--- config.mk ---
export PLATFORM = sky130hd
export DESIGN_NAME = cnt_cmp_timer
export DESIGN_NICKNAME = d
export VERILOG_FILES = /design/src/rtl/tmr_pkg.sv /design/src/rtl/tmr_counter.sv /design/src/rtl/tmr_match.sv /design/src/rtl/tmr_route.sv /design/src/rtl/cnt_cmp_timer.sv
export SDC_FILE = /design/constraint.sdc
export NUM_CORES = 1
export LEC_CHECK = 0
export CAP_MARGIN = 15
export CORE_MARGIN = 1
export CORE_UTILIZATION = 46
export CTS_CLUSTER_SIZE = 24
export DETAILED_ROUTE_END_ITERATION = 12
export GPL_ROUTABILITY_DRIVEN = 0
export GPL_TIMING_DRIVEN = 0
export PLACE_DENSITY = 0.87
export SLEW_MARGIN = 20
export SYNTH_ARGS = -nofsm -noshare
export SYNTH_HDL_FRONTEND = slang
export SYNTH_SLANG_ARGS = --single-unit
--- constraint.sdc ---
create_clock -name clk -period 3.3 [get_ports clk]
set_input_delay 0.66 -clock clk [delete_from_list [all_inputs] [get_ports clk]]
set_output_delay 0.66 -clock clk [all_outputs]
set_load 0.01 [all_outputs]
--- src/rtl/tmr_pkg.sv ---
package tmr_pkg;
  localparam int unsigned CNT_W     = 32;
  localparam int unsigned NUM_LINES = 8;
  localparam int unsigned SEL_W     = $clog2(NUM_LINES);
  localparam int unsigned REV_W     = 3;
  localparam logic [REV_W-1:0] PEND_REV = REV_W'(1);
  localparam logic [CNT_W-1:0] CNT_RST  = CNT_W'(1);
  localparam logic [CNT_W-1:0] CMP_RST  = '0;
endpackage

--- src/rtl/tmr_counter.sv ---
module tmr_counter #(
  parameter int unsigned W = 32,
  parameter logic [W-1:0] RST_VAL = '0
) (
  input  logic         clk,
  input  logic         rst_n,
  input  logic         tick_en,
  input  logic         freeze,
  input  logic         wr_en,
  input  logic [W-1:0] wr_data,
  output logic [W-1:0] value
);
  logic [W-1:0] cnt_q;

  always_ff @(posedge clk) begin
    if (!rst_n)          cnt_q <= RST_VAL;
    else if (wr_en)      cnt_q <= wr_data;
    else if (tick_en && !freeze) cnt_q <= cnt_q + W'(1);
  end

  assign value = cnt_q;


  cnt_step_chk: assert property (@(posedge clk) disable iff (!rst_n)
    (tick_en && !freeze && !wr_en) |=> (cnt_q == $past(cnt_q) + W'(1)));

  cnt_freeze_chk: assert property (@(posedge clk) disable iff (!rst_n)
    (freeze && !wr_en) |=> $stable(cnt_q));

  cnt_wr_chk: assert property (@(posedge clk) disable iff (!rst_n)
    wr_en |=> (cnt_q == $past(wr_data)));
endmodule

--- src/rtl/tmr_match.sv ---
module tmr_match #(
  parameter int unsigned W = 32,
  parameter int unsigned RW = 3,
  parameter logic [W-1:0] CMP_RST = '0,
  parameter logic [RW-1:0] PEND_REV = RW'(1)
) (
  input  logic          clk,
  input  logic          rst_n,
  input  logic [W-1:0]  count,
  input  logic          freeze,
  input  logic          cmp_wr_en,
  input  logic [W-1:0]  cmp_wr_data,
  input  logic [RW-1:0] rev_sel,
  output logic [W-1:0]  cmp_value,
  output logic          irq,
  output logic          pending
);
  logic [W-1:0] cmp_q;
  logic eq, eq_prev_q, hit, irq_q, pend_q, pend_on;

  assign eq      = (count == cmp_q);
  assign hit     = eq && !eq_prev_q && !freeze;
  assign pend_on = (rev_sel == PEND_REV);

  always_ff @(posedge clk) begin
    if (!rst_n) begin
      cmp_q     <= CMP_RST;
      eq_prev_q <= 1'b0;
      irq_q     <= 1'b0;
      pend_q    <= 1'b0;
    end else begin
      eq_prev_q <= eq;
      if (cmp_wr_en) cmp_q <= cmp_wr_data;
      if (cmp_wr_en)  irq_q <= 1'b0;
      else if (hit)   irq_q <= 1'b1;
      if (pend_on) begin
        if (cmp_wr_en)  pend_q <= 1'b0;
        else if (hit)   pend_q <= 1'b1;
      end
    end
  end

  assign cmp_value = cmp_q;
  assign irq       = irq_q;
  assign pending   = pend_q;


  cmp_clear_chk: assert property (@(posedge clk) disable iff (!rst_n)
    cmp_wr_en |=> !irq_q);

  freeze_no_irq_chk: assert property (@(posedge clk) disable iff (!rst_n)
    freeze |=> !$rose(irq_q));

  match_raise_chk: assert property (@(posedge clk) disable iff (!rst_n)
    (eq && !eq_prev_q && !freeze && !cmp_wr_en) |=> irq_q);

  pend_hold_chk: assert property (@(posedge clk) disable iff (!rst_n)
    !pend_on |=> $stable(pend_q));

  pend_clear_chk: assert property (@(posedge clk) disable iff (!rst_n)
    (pend_on && cmp_wr_en) |=> !pend_q);
endmodule

--- src/rtl/tmr_route.sv ---
module tmr_route #(
  parameter int unsigned N = 8,
  parameter int unsigned SW = 3
) (
  input  logic          req,
  input  logic [SW-1:0] sel,
  output logic [N-1:0]  lines
);
  for (genvar i = 0; i < N; i++) begin : g_line
    assign lines[i] = req && (sel == SW'(i));
  end


  always_comb begin
    route_onehot_chk: assert ($onehot0(lines));
  end
endmodule

--- src/rtl/cnt_cmp_timer.sv ---
module cnt_cmp_timer
  import tmr_pkg::*;
(
  input  logic                 clk,
  input  logic                 rst_n,
  input  logic                 tick_en,
  input  logic                 freeze,
  input  logic                 count_wr_en,
  input  logic [CNT_W-1:0]     count_wr_data,
  input  logic                 cmp_wr_en,
  input  logic [CNT_W-1:0]     cmp_wr_data,
  input  logic [REV_W-1:0]     rev_sel,
  input  logic [SEL_W-1:0]     route_sel,
  output logic [CNT_W-1:0]     count_rd,
  output logic [CNT_W-1:0]     cmp_rd,
  output logic [NUM_LINES-1:0] irq_lines,
  output logic                 timer_pending
);
  logic [CNT_W-1:0] count_w;
  logic irq_w;

  tmr_counter #(.W(CNT_W), .RST_VAL(CNT_RST)) u_cnt (
    .clk(clk), .rst_n(rst_n), .tick_en(tick_en), .freeze(freeze),
    .wr_en(count_wr_en), .wr_data(count_wr_data), .value(count_w)
  );

  tmr_match #(.W(CNT_W), .RW(REV_W), .CMP_RST(CMP_RST), .PEND_REV(PEND_REV)) u_match (
    .clk(clk), .rst_n(rst_n), .count(count_w), .freeze(freeze),
    .cmp_wr_en(cmp_wr_en), .cmp_wr_data(cmp_wr_data), .rev_sel(rev_sel),
    .cmp_value(cmp_rd), .irq(irq_w), .pending(timer_pending)
  );

  tmr_route #(.N(NUM_LINES), .SW(SEL_W)) u_route (
    .req(irq_w), .sel(route_sel), .lines(irq_lines)
  );

  assign count_rd = count_w;


  route_follow_chk: assert property (@(posedge clk) disable iff (!rst_n)
    irq_lines[route_sel] == irq_w);
endmodule

# Word-level counts from Yosys, hierarchy flattened
# Index checks and enable logic that the tools add are counted.
# totals
ff_bits,67
latchBits,0
mem_bits_rw,0
rom_bits,0
inputBits,76
out_inout_bits,73
elab_cells,38
memories,0
# op_classes
n_addsub,1
multipliers,0
div,0
n_lt_le_gt_ge,0
n_eq_ne,9
n_shift,0
n_mux,4
bitwise_logic,1
n_reduce_logical,18
# op_table
op,n
$mux W32,2
$add A32 B1 Y32 const B,1
$eq A32 B32 Y1,1
$eq A3 B3 Y1 const B,4
$logic_and A1 B1 Y1,11
$eq A3 B1 Y1 const B,2
$eq A3 B2 Y1 const B,2
$reduce_bool A2 Y1,2
$logic_not A3 Y1,1
$logic_not A1 Y1,2
$mux W1,2
$reduce_and A2 Y1,1
$reduce_or A2 Y1,1
$not A1 Y1,1

# Logic depth before layout (Yosys ltp)
# logic_depth
word_depth,5
ltp_mapped,7
mapped_depth_nobuf,6

# Modules after synthesis
# From an unflattened synthesis, not the netlist that was laid out.
# hier_totals
hier_cells,424
hier_area_um2,3661.0
# modules_own_cells
module,instances,cells_per_inst,area_each_um2,seq_area_each_um2
tmr_counter,1,256,1980.6,640.6
tmr_match,1,160,1584.0,700.7
tmr_route,1,8,96.3,0.0

# Least setup slack after synthesis
# Ideal clock, no wire load.
# synth_path
path_type,input -> register
from,input freeze
to,"register u_cnt.cnt_q[17], in the netlist u_cnt.value[17]"
setup_ns,0.091
arrival_ns,1.733
required_ns,3.209
path_slack_ns,1.476
stages,5
n_path_buf,1
path_cell_list,and4b_1 buf_2 nand4_4 or3_1 a311oi_1
# synth_between
elab_chain_cells,3
# synth_rtl
item,line,text
from (decl),cnt_cmp_timer.sv:7,"input logic freeze,"
$logic_not A1 Y1,tmr_counter.sv:18,else if (tick_en && !freeze) cnt_q <= cnt_q + W'(1);
$logic_and A1 B1 Y1,tmr_counter.sv:18,
$reduce_bool A2 Y1 (no line),-,
to (signal assigned),tmr_counter.sv:17,else if (wr_en) cnt_q <= wr_data;
to (signal assigned),tmr_counter.sv:18,
to (decl),tmr_counter.sv:13,logic [W-1:0] cnt_q;
# No other way between the ends.
# A chain may end at the register's enable or synchronous reset.

# Worst setup path after layout
# layout_path
from,input route_sel[1]
to,output irq_lines[2]
# layout_between
elab_chain_cells,2
# layout_rtl
item,line,text
from (decl),cnt_cmp_timer.sv:13,"input logic [SEL_W-1:0] route_sel,"
$eq A3 B2 Y1,tmr_route.sv:10,assign lines[i] = req && (sel == SW'(i));
$logic_and A1 B1 Y1,tmr_route.sv:10,
to (decl),cnt_cmp_timer.sv:16,"output logic [NUM_LINES-1:0] irq_lines,"
# No other way between the ends.

==> flow_summary_export.csv <==
group,metric,value,unit
detailed_routing,viasPerCell,5.28,
layout,fin_nets,616,
sta,setup_viol_count_final,0,
clocking,cts_made_buffers,9,
worst_setup_path,worst-r2r-setup-slack,1250,ps
worst_setup_path,arrival,2040,ps
clocking,cts_tree,"built",
detailed_routing,detail-route-antenna-nets,0,
sta,timing_hold_violations_final,0,
worst_setup_path,worstPathRequired,2640,ps
sta,timing_max_transition_violations_final,0,
grt,initial_antenna_violation_count,0,
die,die_area,7720,sq um
grt,via_count_of_the_first_global_routing_pass,3385,
worst_setup_path,worstReg2RegEnd,"u_cnt.value[28]",
worst_setup_path,worst-path-max-fanout,4,
grt,globalRoute.totalOverflow,0,
clocking,cts_hold_buf,0,
placement,port-buffer-count,147,
power,power_density,383,nW/um^2
worst_hold_path,cell_depth_of_the_worst_hold_path,2,
worst_setup_path,end_kind,"output pin",
die,initial_core_util,48.8,%
detailed_routing,drt-wirelength-per-cell,16.8,microns
die,std_cell_rows,30,
flow_run,drv.max_cap_violation_count,0,
clocking,clockRootBuffer,"clkbuf_8",
yosys,cell_count_after_synthesis,381,
power,vdd_ir_drop_max,0.231,mV
sta,post-route-min-period,2700,ps
worst_hold_path,holdPathEnd,"u_match.pending",
worst_hold_path,min_from,"u_match.pending",
yosys,synth.ff_latch_count,67,
yosys,post_synth_instance_area,3390,sq um
layout,layout_stage_area_growth_over_the_synthesis_result,52.2,%
clocking,ctsResizeCount,0,
layout,num_antenna_cells,0,
placement,place_hpwl,8.43,mm
sta,clock_tree_skew_after_final_layout,8.46,ps
clocking,post_cts_setup_buffer_count,0,
grt,grt_pass1_wl,16.7,mm
yosys,sequential_element_share_of_the_synthesized_area,39.5,%
detailed_routing,drt-pass1-iter-count,4,
status,run_status,"finished, final reports clean",
die,ioPinCount,149,
placement,pre_cts_setup_slack,624,ps
sta,tightestPinTransition,580,ps
sta,highest_clock_rate,0.370,GHz
worst_hold_path,min_path_type,"reg2reg",
yosys,synth-warning-count,0,
sta,fin_crit_sh,81.9,%
clocking,clkLatencyLatePin,350,ps
detailed_routing,detail_route.iter0.violations,132,
yosys,post_synth_num_cell_types,38,
detailed_routing,post_detailed_routing_wire_length,10.7,mm
clocking,cts_sinks,67,
grt,global_route.usage.total,29.0,%
worst_setup_path,timing.setup.critical_path_class,"in2out",
clocking,clockBufferDepth,2,
die,die_width,87.9,microns
detailed_routing,vias,3381,
yosys,post_synth.cell_area_avg,8.90,sq um
worst_setup_path,worstSetupStartpointType,"primary input",
yosys,synth_fp_nets,458,
detailed_routing,drcViolationCount,0,
sta,tns,0,ps
sta,max_slew_margin,61.4,%
clocking,cts_htree_levels,3,
clocking,clkTransAtPathRegs,70,ps
sta,rsz_0062_raised_after_global_routing,"no",
die,core_area,6940,sq um
grt,grt_start_max_net_pins,12,
sta,finalWorstSetupSlack,597,ps
layout,drive_above_1_share,5.15,%
worst_setup_path,worst_r2r_startpoint,"u_cnt.value[0]",
power,leakage,1.92,nW
worst_setup_path,reg2reg_depth,7,
die,chip_height,87.9,microns
critical path, stage by stage:
cell and delay (ps):
clkdlybuf4s50_1 470, nand2_1 120, nor3_1 210, clkdlybuf4s50_1 580
metrics by stage:
step           utilization (%)  instances  total power [mW]  hold WS, ps  instance area, sq um
3_3_place_gp              71.8        624              1.36          442                  4980
6_report                  74.3        640              1.98          472                  5160
5_1_grt                   74.3        640              2.05          513                  5160
3_5_place_dp              71.8        624              1.37          455                  4980
4_1_cts                   74.3        640              1.98          471                  5160
2_1_floorplan                -        381              1.12          475                  3390
where the power goes:
part	total, mW	internal, mW	switching [mW]
Combinational	0.421	0.253	0.168
Clock	0.625	0.308	0.317
Sequential	0.933	0.859	0.0744
cells in the mapped netlist (all sizes together):
| cell | number | area [sq um] |
|---|---|---|
| nand3 | 10 | 50.1 |
| or3 | 1 | 6.26 |
| mux2i | 37 | 370 |
| nand2 | 16 | 60.1 |
| o21ai | 23 | 115 |
| a311oi | 1 | 8.76 |
| nand3b | 2 | 15.0 |
| xor2 | 6 | 52.6 |
| a21oi | 21 | 105 |
| nor3b | 2 | 15.0 |
| and2 | 3 | 20.0 |
| nand2b | 8 | 50.1 |
| and3b | 1 | 8.76 |
| nor3 | 12 | 60.1 |
| and3 | 2 | 12.5 |
| ha | 1 | 12.5 |
| dfxtp | 67 | 1340 |
| clkbuf | 14 | 52.6 |
| buf | 7 | 42.5 |
| and4b | 1 | 10.0 |
| nor2 | 50 | 188 |
| xnor2 | 55 | 482 |
| nor4 | 5 | 43.8 |
| a31oi | 1 | 6.26 |
| and4 | 5 | 46.3 |
| nand4 | 15 | 124 |
| o211a | 4 | 40.0 |
| o311a | 1 | 10.0 |
| nor2b | 1 | 6.26 |
| inv | 8 | 30.0 |
| o31ai | 1 | 7.51 |
kinds of logic after synthesis:
| family | after synthesis | synth area share [%] |
|---|---|---|
| compound gates | 52 | 8.63 |
| xor+xnor | 61 | 15.8 |
| fa+ha+maj | 1 | 0.369 |
| buf+inv | 29 | 3.69 |
| flops | 67 | 39.5 |
| mux | 37 | 10.9 |
| simple gates | 134 | 21.1 |
cell usage in the layout, fill, tap and decap left out, types with 4 or more instances in the layout:
cell type and n:
nand3_1 10, o211a_1 4, clkbuf_1 14, inv_1 8, xnor2_1 55, nor2_1 50
nor3_1 12, mux2i_1 37, nand4_1 13, xor2_1 6, clkbuf_8 11, nand2b_1 8
nand2_1 16, and4_1 4, clkinv_2 4, clkdlybuf4s50_1 147, a21oi_1 21, buf_2 4
dfxtp_1 67, o21ai_0 23
state kept, by name, indices dropped and copies added, names as in the netlist:
signal and flops:
u_cnt.value 32, u_match.irq 1, u_match.eq_prev_q 1, u_match.pending 1, u_match.cmp_value 32
cell type report:
class                   instances  area (sq um)
well taps                      96           120
inverters                       8          30.0
multi-input cells             285          1930
fillers                       534          1780
repair buffers                147          1470
plain buffers                  21          95.1
clock buffers                  11           151
clock inverters                 5          27.5
flip-flops and latches         67          1340
routing by layer:
layer  routed length, microns  track usage [%]
met5                        0                0
met4                      176             10.4
met3                      767             4.90
met2                     5350             51.1
met1                     4460             35.5
how the worst max path moves through the flow:
stage	startpoint	endpoint	slack, ps	depth (start not counted)
after floorplan	freeze	u_cnt.value[17]	1480	5
after global placement	route_sel[1]	irq_lines[0]	680	4
after detailed placement	route_sel[1]	irq_lines[2]	620	4
after CTS	route_sel[1]	irq_lines[2]	620	4
after global routing	route_sel[1]	irq_lines[2]	540	4
final	route_sel[1]	irq_lines[2]	600	4
No activity file was read; power rests on OpenSTA's default activity.
